### src/rtl/gim_pkg.sv
package gim_pkg;
    // Per-channel trigger configuration
    typedef struct packed {
        logic edge_en;  // edge detection instead of level
        logic both_en;  // pulse on every transition, overrides the others
        logic inv_en;   // invert selected pad (low level / falling edge)
    } trig_t;

    localparam int REG_W = 32;
    localparam int FILT_BITS = 4;
endpackage

### src/rtl/gim_sync.sv
module gim_sync #(
    parameter int WIDTH = 256
) (
    input  logic             clk,
    input  logic             rst,
    input  logic [WIDTH-1:0] d_i,
    output logic [WIDTH-1:0] q_o
);
    logic [WIDTH-1:0] stage1_q;
    logic [WIDTH-1:0] stage2_q;

    always_ff @(posedge clk) begin
        if (rst) begin
            stage1_q <= '0;
            stage2_q <= '0;
        end else begin
            stage1_q <= d_i;
            stage2_q <= stage1_q;
        end
    end

    assign q_o = stage2_q;
endmodule

### src/rtl/gim_regs.sv
module gim_regs
    import gim_pkg::*;
#(
    parameter int NUM_CH = 8,
    parameter int SEL_W  = 8,
    parameter int ADDR_W = 5
) (
    input  logic                           clk,
    input  logic                           rst,
    input  logic                           we_i,
    input  logic [ADDR_W-1:0]              addr_i,
    input  logic [REG_W-1:0]               wdata_i,
    output logic [REG_W-1:0]               rdata_o,
    output trig_t [NUM_CH-1:0]             trig_o,
    output logic [NUM_CH-1:0][SEL_W-1:0]   sel_o,
    output logic [NUM_CH-1:0]              reload_o
);
    localparam int PER_REG   = REG_W / SEL_W;
    localparam int NSEL      = (NUM_CH + PER_REG - 1) / PER_REG;
    localparam int FILT_IDX  = NSEL + 1;
    localparam int WIDX_W    = ADDR_W - 2;
    localparam logic [REG_W-1:0] TRIG_MASK = REG_W'((64'd1 << (3 * NUM_CH)) - 64'd1);

    logic [WIDX_W-1:0] widx;
    logic [REG_W-1:0]  trig_q;
    logic [REG_W-1:0]  sel_q [NSEL];
    logic [REG_W-1:0]  filt_q;
    logic [REG_W-1:0]  rd_next;

    assign widx = addr_i[ADDR_W-1:2];

    always_ff @(posedge clk) begin
        if (rst) begin
            trig_q   <= '0;
            filt_q   <= '0;
            reload_o <= '0;
            for (int k = 0; k < NSEL; k++) sel_q[k] <= '0;
        end else begin
            reload_o <= '0;
            if (we_i) begin
                if (int'(widx) == 0) begin
                    trig_q   <= wdata_i & TRIG_MASK;
                    reload_o <= '1;
                end
                for (int k = 0; k < NSEL; k++) begin
                    if (int'(widx) == k + 1) begin
                        sel_q[k] <= wdata_i;
                        for (int j = 0; j < PER_REG; j++)
                            if (k * PER_REG + j < NUM_CH)
                                reload_o[k * PER_REG + j] <= 1'b1;
                    end
                end
                if (int'(widx) == FILT_IDX) filt_q <= wdata_i;
            end
        end
    end

    always_comb begin
        rd_next = '0;
        if (int'(widx) == 0) rd_next = trig_q;
        for (int k = 0; k < NSEL; k++)
            if (int'(widx) == k + 1) rd_next = sel_q[k];
        if (int'(widx) == FILT_IDX) rd_next = filt_q;
    end

    always_ff @(posedge clk) begin
        if (rst) rdata_o <= '0;
        else     rdata_o <= rd_next;
    end

    for (genvar ch = 0; ch < NUM_CH; ch++) begin : g_fields
        assign trig_o[ch].edge_en = trig_q[ch];
        assign trig_o[ch].both_en = trig_q[NUM_CH + ch];
        assign trig_o[ch].inv_en  = trig_q[2 * NUM_CH + ch];
        assign sel_o[ch] = sel_q[ch / PER_REG][(ch % PER_REG) * SEL_W +: SEL_W];
    end

    // a trigger write lands with the upper bits cleared
    p_trig_write_r2: assert property (@(posedge clk) disable iff (rst)
        (we_i && int'(widx) == 0) |=> (trig_o[0].edge_en == $past(wdata_i[0]))
                                      && (rdata_o[31:24] == 8'h00 || int'($past(widx)) != 0));
    // offsets past the filter register read zero
    p_unmapped_zero_r4: assert property (@(posedge clk) disable iff (rst)
        (int'(widx) > FILT_IDX) |=> (rdata_o == '0));
    // every write to the trigger register requests a history reload on all channels
    p_reload_all_r10: assert property (@(posedge clk) disable iff (rst)
        (we_i && int'(widx) == 0) |=> (&reload_o));
endmodule

### src/rtl/gim_chan.sv
module gim_chan
    import gim_pkg::*;
#(
    parameter int SEL_W    = 8,
    parameter int NUM_PADS = 256
) (
    input  logic                clk,
    input  logic                rst,
    input  logic [NUM_PADS-1:0] pads_i,
    input  logic [SEL_W-1:0]    sel_i,
    input  trig_t               trig_i,
    input  logic                reload_i,
    output logic                irq_o
);
    logic raw, hist_q, cur_v, prev_v, fire;

    assign raw    = pads_i[sel_i];
    assign cur_v  = raw ^ trig_i.inv_en;
    assign prev_v = hist_q ^ trig_i.inv_en;

    always_comb begin
        if (trig_i.both_en)      fire = (raw != hist_q) && !reload_i;
        else if (trig_i.edge_en) fire = cur_v && !prev_v && !reload_i;
        else                     fire = cur_v;
    end

    always_ff @(posedge clk) begin
        if (rst) begin
            hist_q <= 1'b0;
            irq_o  <= 1'b0;
        end else begin
            hist_q <= raw;
            irq_o  <= fire;
        end
    end

    // no pulse in the cycle after a configuration write
    p_quiet_after_cfg_r10: assert property (@(posedge clk) disable iff (rst)
        (reload_i && (trig_i.edge_en || trig_i.both_en)) |=> !irq_o);
    // an edge-type pulse needs an actual change of the selected pad
    p_pulse_needs_change_r7: assert property (@(posedge clk) disable iff (rst)
        ($past(trig_i.edge_en || trig_i.both_en) && irq_o) |-> $past(raw != hist_q));
endmodule

### src/rtl/gpio_irq_mux.sv
module gpio_irq_mux
    import gim_pkg::*;
#(
    parameter  int NUM_CH   = 8,
    parameter  int PAD_W    = 8,
    parameter  int ADDR_W   = 5,
    localparam int NUM_PADS = 1 << PAD_W
) (
    input  logic                clk,
    input  logic                rst,
    input  logic                reg_we,
    input  logic [ADDR_W-1:0]   reg_addr,
    input  logic [REG_W-1:0]    reg_wdata,
    output logic [REG_W-1:0]    reg_rdata,
    input  logic [NUM_PADS-1:0] pad_in,
    output logic [NUM_CH-1:0]   irq_out
);
    logic [NUM_PADS-1:0]             pad_s;
    trig_t [NUM_CH-1:0]              trig;
    logic [NUM_CH-1:0][PAD_W-1:0]    sel;
    logic [NUM_CH-1:0]               reload;

    gim_sync #(.WIDTH(NUM_PADS)) u_sync (
        .clk(clk), .rst(rst), .d_i(pad_in), .q_o(pad_s)
    );

    gim_regs #(.NUM_CH(NUM_CH), .SEL_W(PAD_W), .ADDR_W(ADDR_W)) u_regs (
        .clk(clk), .rst(rst), .we_i(reg_we), .addr_i(reg_addr),
        .wdata_i(reg_wdata), .rdata_o(reg_rdata),
        .trig_o(trig), .sel_o(sel), .reload_o(reload)
    );

    for (genvar ch = 0; ch < NUM_CH; ch++) begin : g_ch
        gim_chan #(.SEL_W(PAD_W), .NUM_PADS(NUM_PADS)) u_chan (
            .clk(clk), .rst(rst), .pads_i(pad_s), .sel_i(sel[ch]),
            .trig_i(trig[ch]), .reload_i(reload[ch]), .irq_o(irq_out[ch])
        );
    end

    // outputs stay low through reset
    p_reset_quiet_r1: assert property (@(posedge clk)
        rst |=> (irq_out == '0 && reg_rdata == '0));
endmodule

### config.mk
export PLATFORM = sky130hd
export DESIGN_NAME = gpio_irq_mux
export DESIGN_NICKNAME = d
export VERILOG_FILES = /design/src/rtl/gim_pkg.sv /design/src/rtl/gim_sync.sv /design/src/rtl/gim_regs.sv /design/src/rtl/gim_chan.sv /design/src/rtl/gpio_irq_mux.sv
export SDC_FILE = /design/constraint.sdc
export NUM_CORES = 1
export LEC_CHECK = 0
export BUFFER_PORTS_ARGS = -buffer_cell sky130_fd_sc_hd__buf_4
export CELL_PAD_IN_SITES_DETAIL_PLACEMENT = 1
export CELL_PAD_IN_SITES_GLOBAL_PLACEMENT = 2
export CORE_ASPECT_RATIO = 1.75
export CORE_MARGIN = 5
export CORE_UTILIZATION = 43
export CTS_BUF_LIST = sky130_fd_sc_hd__clkbuf_8
export DETAILED_ROUTE_END_ITERATION = 16
export PLACE_DENSITY = 0.89
export SLEW_MARGIN = 20
export SYNTH_ARGS = -nofsm -noshare
export SYNTH_HDL_FRONTEND = slang
export SYNTH_SLANG_ARGS = --single-unit
### constraint.sdc
create_clock -name clk -period 3.5 [get_ports clk]
set_input_delay 0.525 -clock clk [delete_from_list [all_inputs] [get_ports clk]]
set_output_delay 0.525 -clock clk [all_outputs]
set_load 0.01 [all_outputs]
Word level (Yosys, flattened, before mapping)
Memories as Yosys holds them, arrays and structs flattened.
Cells that the tools add are included.
- register bits after elaboration: 624
- RAM bits: 64
- input port bits: 296
- output and inout port bits: 40
- word-level logic and storage cells: 156
- memories kept: 1
- memory list (memory ; depth ; bits a word ; rd ports ; clocked after memory_dff ; wr ports ; RTL line ; source):
    u_regs.sel_q ; 2 ; 32 ; 2 ; 0 ; 2 ; gim_regs.sv:26 ; logic [REG_W-1:0] sel_q [NSEL];
- magnitude comparators: 8
- equal/unequal tests: 11
- muxes and demuxes: 51
- bitwise operators: 19
- reductions and logical operators: 44
- operators with widths (operator ; number):
    two-way mux 32 bit ; 5
    less-than comparator 8 x 9 -> 1 bit (second input constant) ; 8
    binary-select mux 1 bit (select 8 bit) ; 8
    two-way mux 1 bit ; 34
    logical AND 1 bit ; 24
    two-way mux 24 bit ; 1
    zero test 1 bit ; 16
    bitwise XOR 1 bit ; 16
    two-way mux 4 bit ; 2
    two-way mux 8 bit ; 1
    != test 1 bit ; 8
    equality test 3 bit (second input constant) ; 2
    AND reduction 2 bit ; 2
    equality test 3 x 2 -> 1 bit (second input constant) ; 1
    zero test 3 bit ; 1
    OR 1 bit ; 2
    OR reduction 2 bit ; 1
    NOT 1 bit ; 1

Longest topological paths before layout
An unclocked memory read counts as a cell.
- depth in word-level cells: 8
- gate-level depth with buffers: 13
- mapped depth without buffers: 9

By module
From an unflattened synthesis, not the netlist that was laid out.
- cell total of the unflattened synthesis: 3221
- area total of the unflattened synthesis: 38363.0 sq um
- modules (own cells, without submodules) (module ; times used ; cells an instance ; area an instance (sq um) ; seq. area each (sq um)):
    gim_chan ; 8 ; 199 ; 2354.8 ; 40.0
    gim_sync ; 1 ; 1081 ; 13730.7 ; 10249.8
    gim_regs ; 1 ; 548 ; 5794.3 ; 3723.6

Worst setup path after synthesis
Ideal clock, no wire load.
- kind: input -> register
- from: input port reg_addr[2]
- to: memory u_regs.sel_q[0][0], enable pin
- setup time: 0.389 ns
- arrival time: 2.352 ns
- path slack: 0.759 ns
- stages on the path: 5
- buffers on the path: 3
- path through: clkbuf_1 clkbuf_1 clkbuf_1 nand3_1 nand2_1
- RTL lines (item ; RTL line ; source):
    start, declared ; gpio_irq_mux.sv:12 ; input logic [ADDR_W-1:0] reg_addr,
    end, declared ; gim_regs.sv:26 ;

==> summary.txt <==
STA
  – Worst slew margin: 32.0%
  – Fmax achieved: 0.279 GHz
  – Final hold vios: 0
  – RSZ-0062 raised after global routing: no
  – Setup WS post-layout: -0.0803 ns
  – Worst Tran Pin Value: 1.02 ns
  – Final setup viols: 1
  – Worst Skew: 0.0455 ns
  – Final slew viol count: 0
  – Setup_tns: -0.0803 ns
  – Tcrit/Tclk final: 102%
  – Min Tclk post-route: about 3.6 ns

Floorplanning
  – Rows: around 140
  – Die X: 233 µm
  – Height of the die: 400 µm
  – IO Count: 336
  – Core area: between 80000 and 90000 µm²
  – Initial Util: between 40% and 50%
  – DIE AREA: 93100 µm²

Layout
  – Fillcell total: approximately 9000
  – Most common cell after layout, fill and taps aside: buf_4
  – Share of layout cells above drive strength 1: around a third
  – Fin area: approximately 48000 µm²
  – Final Util: 55.4%
  – Fin nets: 4152
  – Most frequent cells in the layout: 624 x buf_4, 618 x dfxtp_1, 548 x nor2b_1
  – Area delta synth->final: 28.5%

Synth
  – Register area share after synthesis: 38.3%
  – Synthesized flop and latch total: approximately 700
  – Synth Flop Type: dfxtp_1
  – Syn_area_per_cell: between 10 and 15 µm²
  – Synthesized area: 37400 µm²
  – Syn_nets: approximately 3400
  – Ys async rst share: 0%
  – Post-synth cell types: 74
  – Post-synth EDFFs: 64
  – Warnings from Yosys: 0
  – Cell count after synthesis: 3084

Job
  – Max Cap Viol: 0

Route
  – Iteration-0 DRC Markers: 2899
  – WL final: 167000 µm
  – Vias/cell: around 6.3
  – DRC: 0
  – WL/cell: 32.7 µm
  – Vias: 32109
  – Antenna viol nets, final: 0
  – 1st-pass router iterations: 5

Pwr
  – Pwr Total: approximately 20000 µW
  – Maximum VDD drop: ~400 µV
  – Leakage: 0.0185 µW
  – Cell Pwr Density: 411 nW/µm²

Clock tree
  – CTS root buf: clkbuf_8
  – Depth of the CTS H-tree: 3
  – # Post-CTS Setup Buffers: 0
  – Later-pin clock latency in the skew report: 0.78 ns
  – CTS buffer count: slightly below 100
  – CTS tree: built
  – Bufs on Longest Clock Path: 3
  – Clock Sinks: 682
  – Reg clk slew, reported paths: 0.07 ns

Run status
  – Failing checks: negative setup slack
  – Status: finished, violations left

GRT
  – GRT Residual Overflow: 0
  – Initial antenna violation count: 11
  – First-pass GRT wire length: 239000 µm
  – Largest net degree at the start of global routing: 140
  – Total global-route track usage: about a third
  – Vias in the first global route: 34880

Worst setup path
  – CP Launch Type: register
  – Critical path capture point type: register
  – Max FO, Critical Path: 8
  – Critical Path RT: 4.16 ns
  – Critical Path AT: 4.24 ns
  – Setup CP Type: register to register

Placed design
  – Port buffer count: roughly 330
  – Gpl congestion: 1.03
  – Placed inst area: 43100 µm²
  – Post-DP HPWL: 119000 µm

Min path
  – Min-delay worst type: primary input to register
[routing by layer]
layer	share of wire, %	vias to the layer above	global-route usage (%)
met5	0.010	-	0
met4	8.5	2	24.2
met3	7.5	579	6.20
met2	52	1931	63.0
met1	32	16379	37.5
li1	-	13218	-
[timing repair]
action,CTS,global route
hold buffers,278,0
hold endpoints to repair,293,0
cloned,0,0
resized for setup,1,4
endpoints found under the setup margin,1,4
[sequential cells by signal, indices dropped and copies added (netlist names)]
name / cells
u_regs.trig_q: 24
u_regs.reload_o: 2
u_sync.q_o: 256
u_regs.sel_q: 64
u_regs.filt_q: 32
g_ch.u_chan.hist_q: 8
u_sync.stage1_q: 256
u_regs.rdata_o: 32
g_ch.u_chan.irq_o: 8
[critical path, cell delays in order, from the launching register on]
cell	delay, ns
edfxtp_1	0.56
buf_4	0.26
nor2b_1	0.70
a22oi_1	0.16
a211oi_1	0.42
a41o_1	0.25
a2111oi_0	0.10
buf_4	0.16
a21boi_1	0.27
buf_4	0.22
xnor2_1	0.14
o22ai_1	0.08
o211a_1	0.14
[worst paths after layout]
path	end	from	cells after the start	slack, ns
max	g_ch[7].u_chan.irq_o$_SDFF_PP0_	u_regs.sel_q[0][58]$_DFFE_PP_	12	-0.08
min reg2reg	u_sync.q_o[142]$_SDFF_PP0_	u_sync.stage1_q[142]$_SDFF_PP0_	1	0.41
max reg2reg	g_ch[7].u_chan.irq_o$_SDFF_PP0_	u_regs.sel_q[0][58]$_DFFE_PP_	12	-0.08
min	u_sync.stage1_q[191]$_SDFF_PP0_	pad_in[191]	2	0.04
[layout make-up]
class                           count  area, µm²  area share, %
Antenna cell                       10       25.0         0.0521
Clock buffer                      126       1730           3.61
Clock inverter                     52        335          0.699
Inverter                           21       78.8          0.164
Multi-Input combinational cell   2101      21600           45.0
Sequential cell                   682      14300           29.8
Tap cell                         1160       1450           3.02
Timing Repair Buffer              953       8480           17.7
[metrics by stage]
step                      instances  hold slack (ns)  setup WS (ns)
after floorplan                3084            0.414          0.759
after global placement         4639            0.424       -0.00195
after detailed placement       4639            0.427         0.0110
after CTS                      5095          0.00107         0.0496
after global routing           5103           0.0218        0.00724
final                          5105           0.0396        -0.0803
[where the power goes]
| part | internal [µW] | switching [µW] |
|---|---|---|
| logic | 2160 | 2110 |
| clock network | 3470 | 3210 |
| registers | 8270 | 494 |
| total | 13900 | 5820 |
[cells in the mapped netlist, drive strengths merged, types with 5 or more instances]
library cell | number | area share, %
edfxtp | 64 | 5.1
dfxtp | 618 | 33
nor3 | 13 | 0.17
nor4 | 10 | 0.18
and2 | 51 | 0.85
nor2b | 548 | 9.2
xnor2 | 10 | 0.23
clkbuf | 159 | 1.6
and3 | 5 | 0.084
o21ai | 31 | 0.42
o221ai | 10 | 0.23
a21oi | 131 | 1.8
mux4 | 526 | 32
nand4 | 5 | 0.084
a22oi | 63 | 1.3
mux2 | 16 | 0.48
nor2 | 126 | 1.3
a2111oi | 17 | 0.40
o211ai | 9 | 0.18
nand2 | 203 | 2.0
nand2b | 16 | 0.27
a221oi | 11 | 0.27
xor2 | 14 | 0.33
buf | 121 | 2.2
inv | 17 | 0.17
nand3 | 39 | 0.52
a31oi | 19 | 0.32
mux2i | 104 | 2.8
o22ai | 28 | 0.47
a211oi | 26 | 0.52
a311oi | 7 | 0.16
o2111ai | 6 | 0.14
[logic make-up (layout without fill, tap and decap cells)]
| logic type | count (synthesis) | after routing | synth area share [%] |
|---|---|---|---|
| multiplexers | 646 | 646 | 35.1 |
| flip-flops | 682 | 682 | 38.3 |
| AND/OR/NAND/NOR | 1040 | 1040 | 15.1 |
| buffers and inverters | 301 | 1152 | 4.02 |
| other | 0 | 10 | 0 |
| AO/OA/AOI/OAI | 391 | 391 | 6.94 |
| XOR/XNOR | 24 | 24 | 0.563 |
Power figures use the tool's default switching activity.
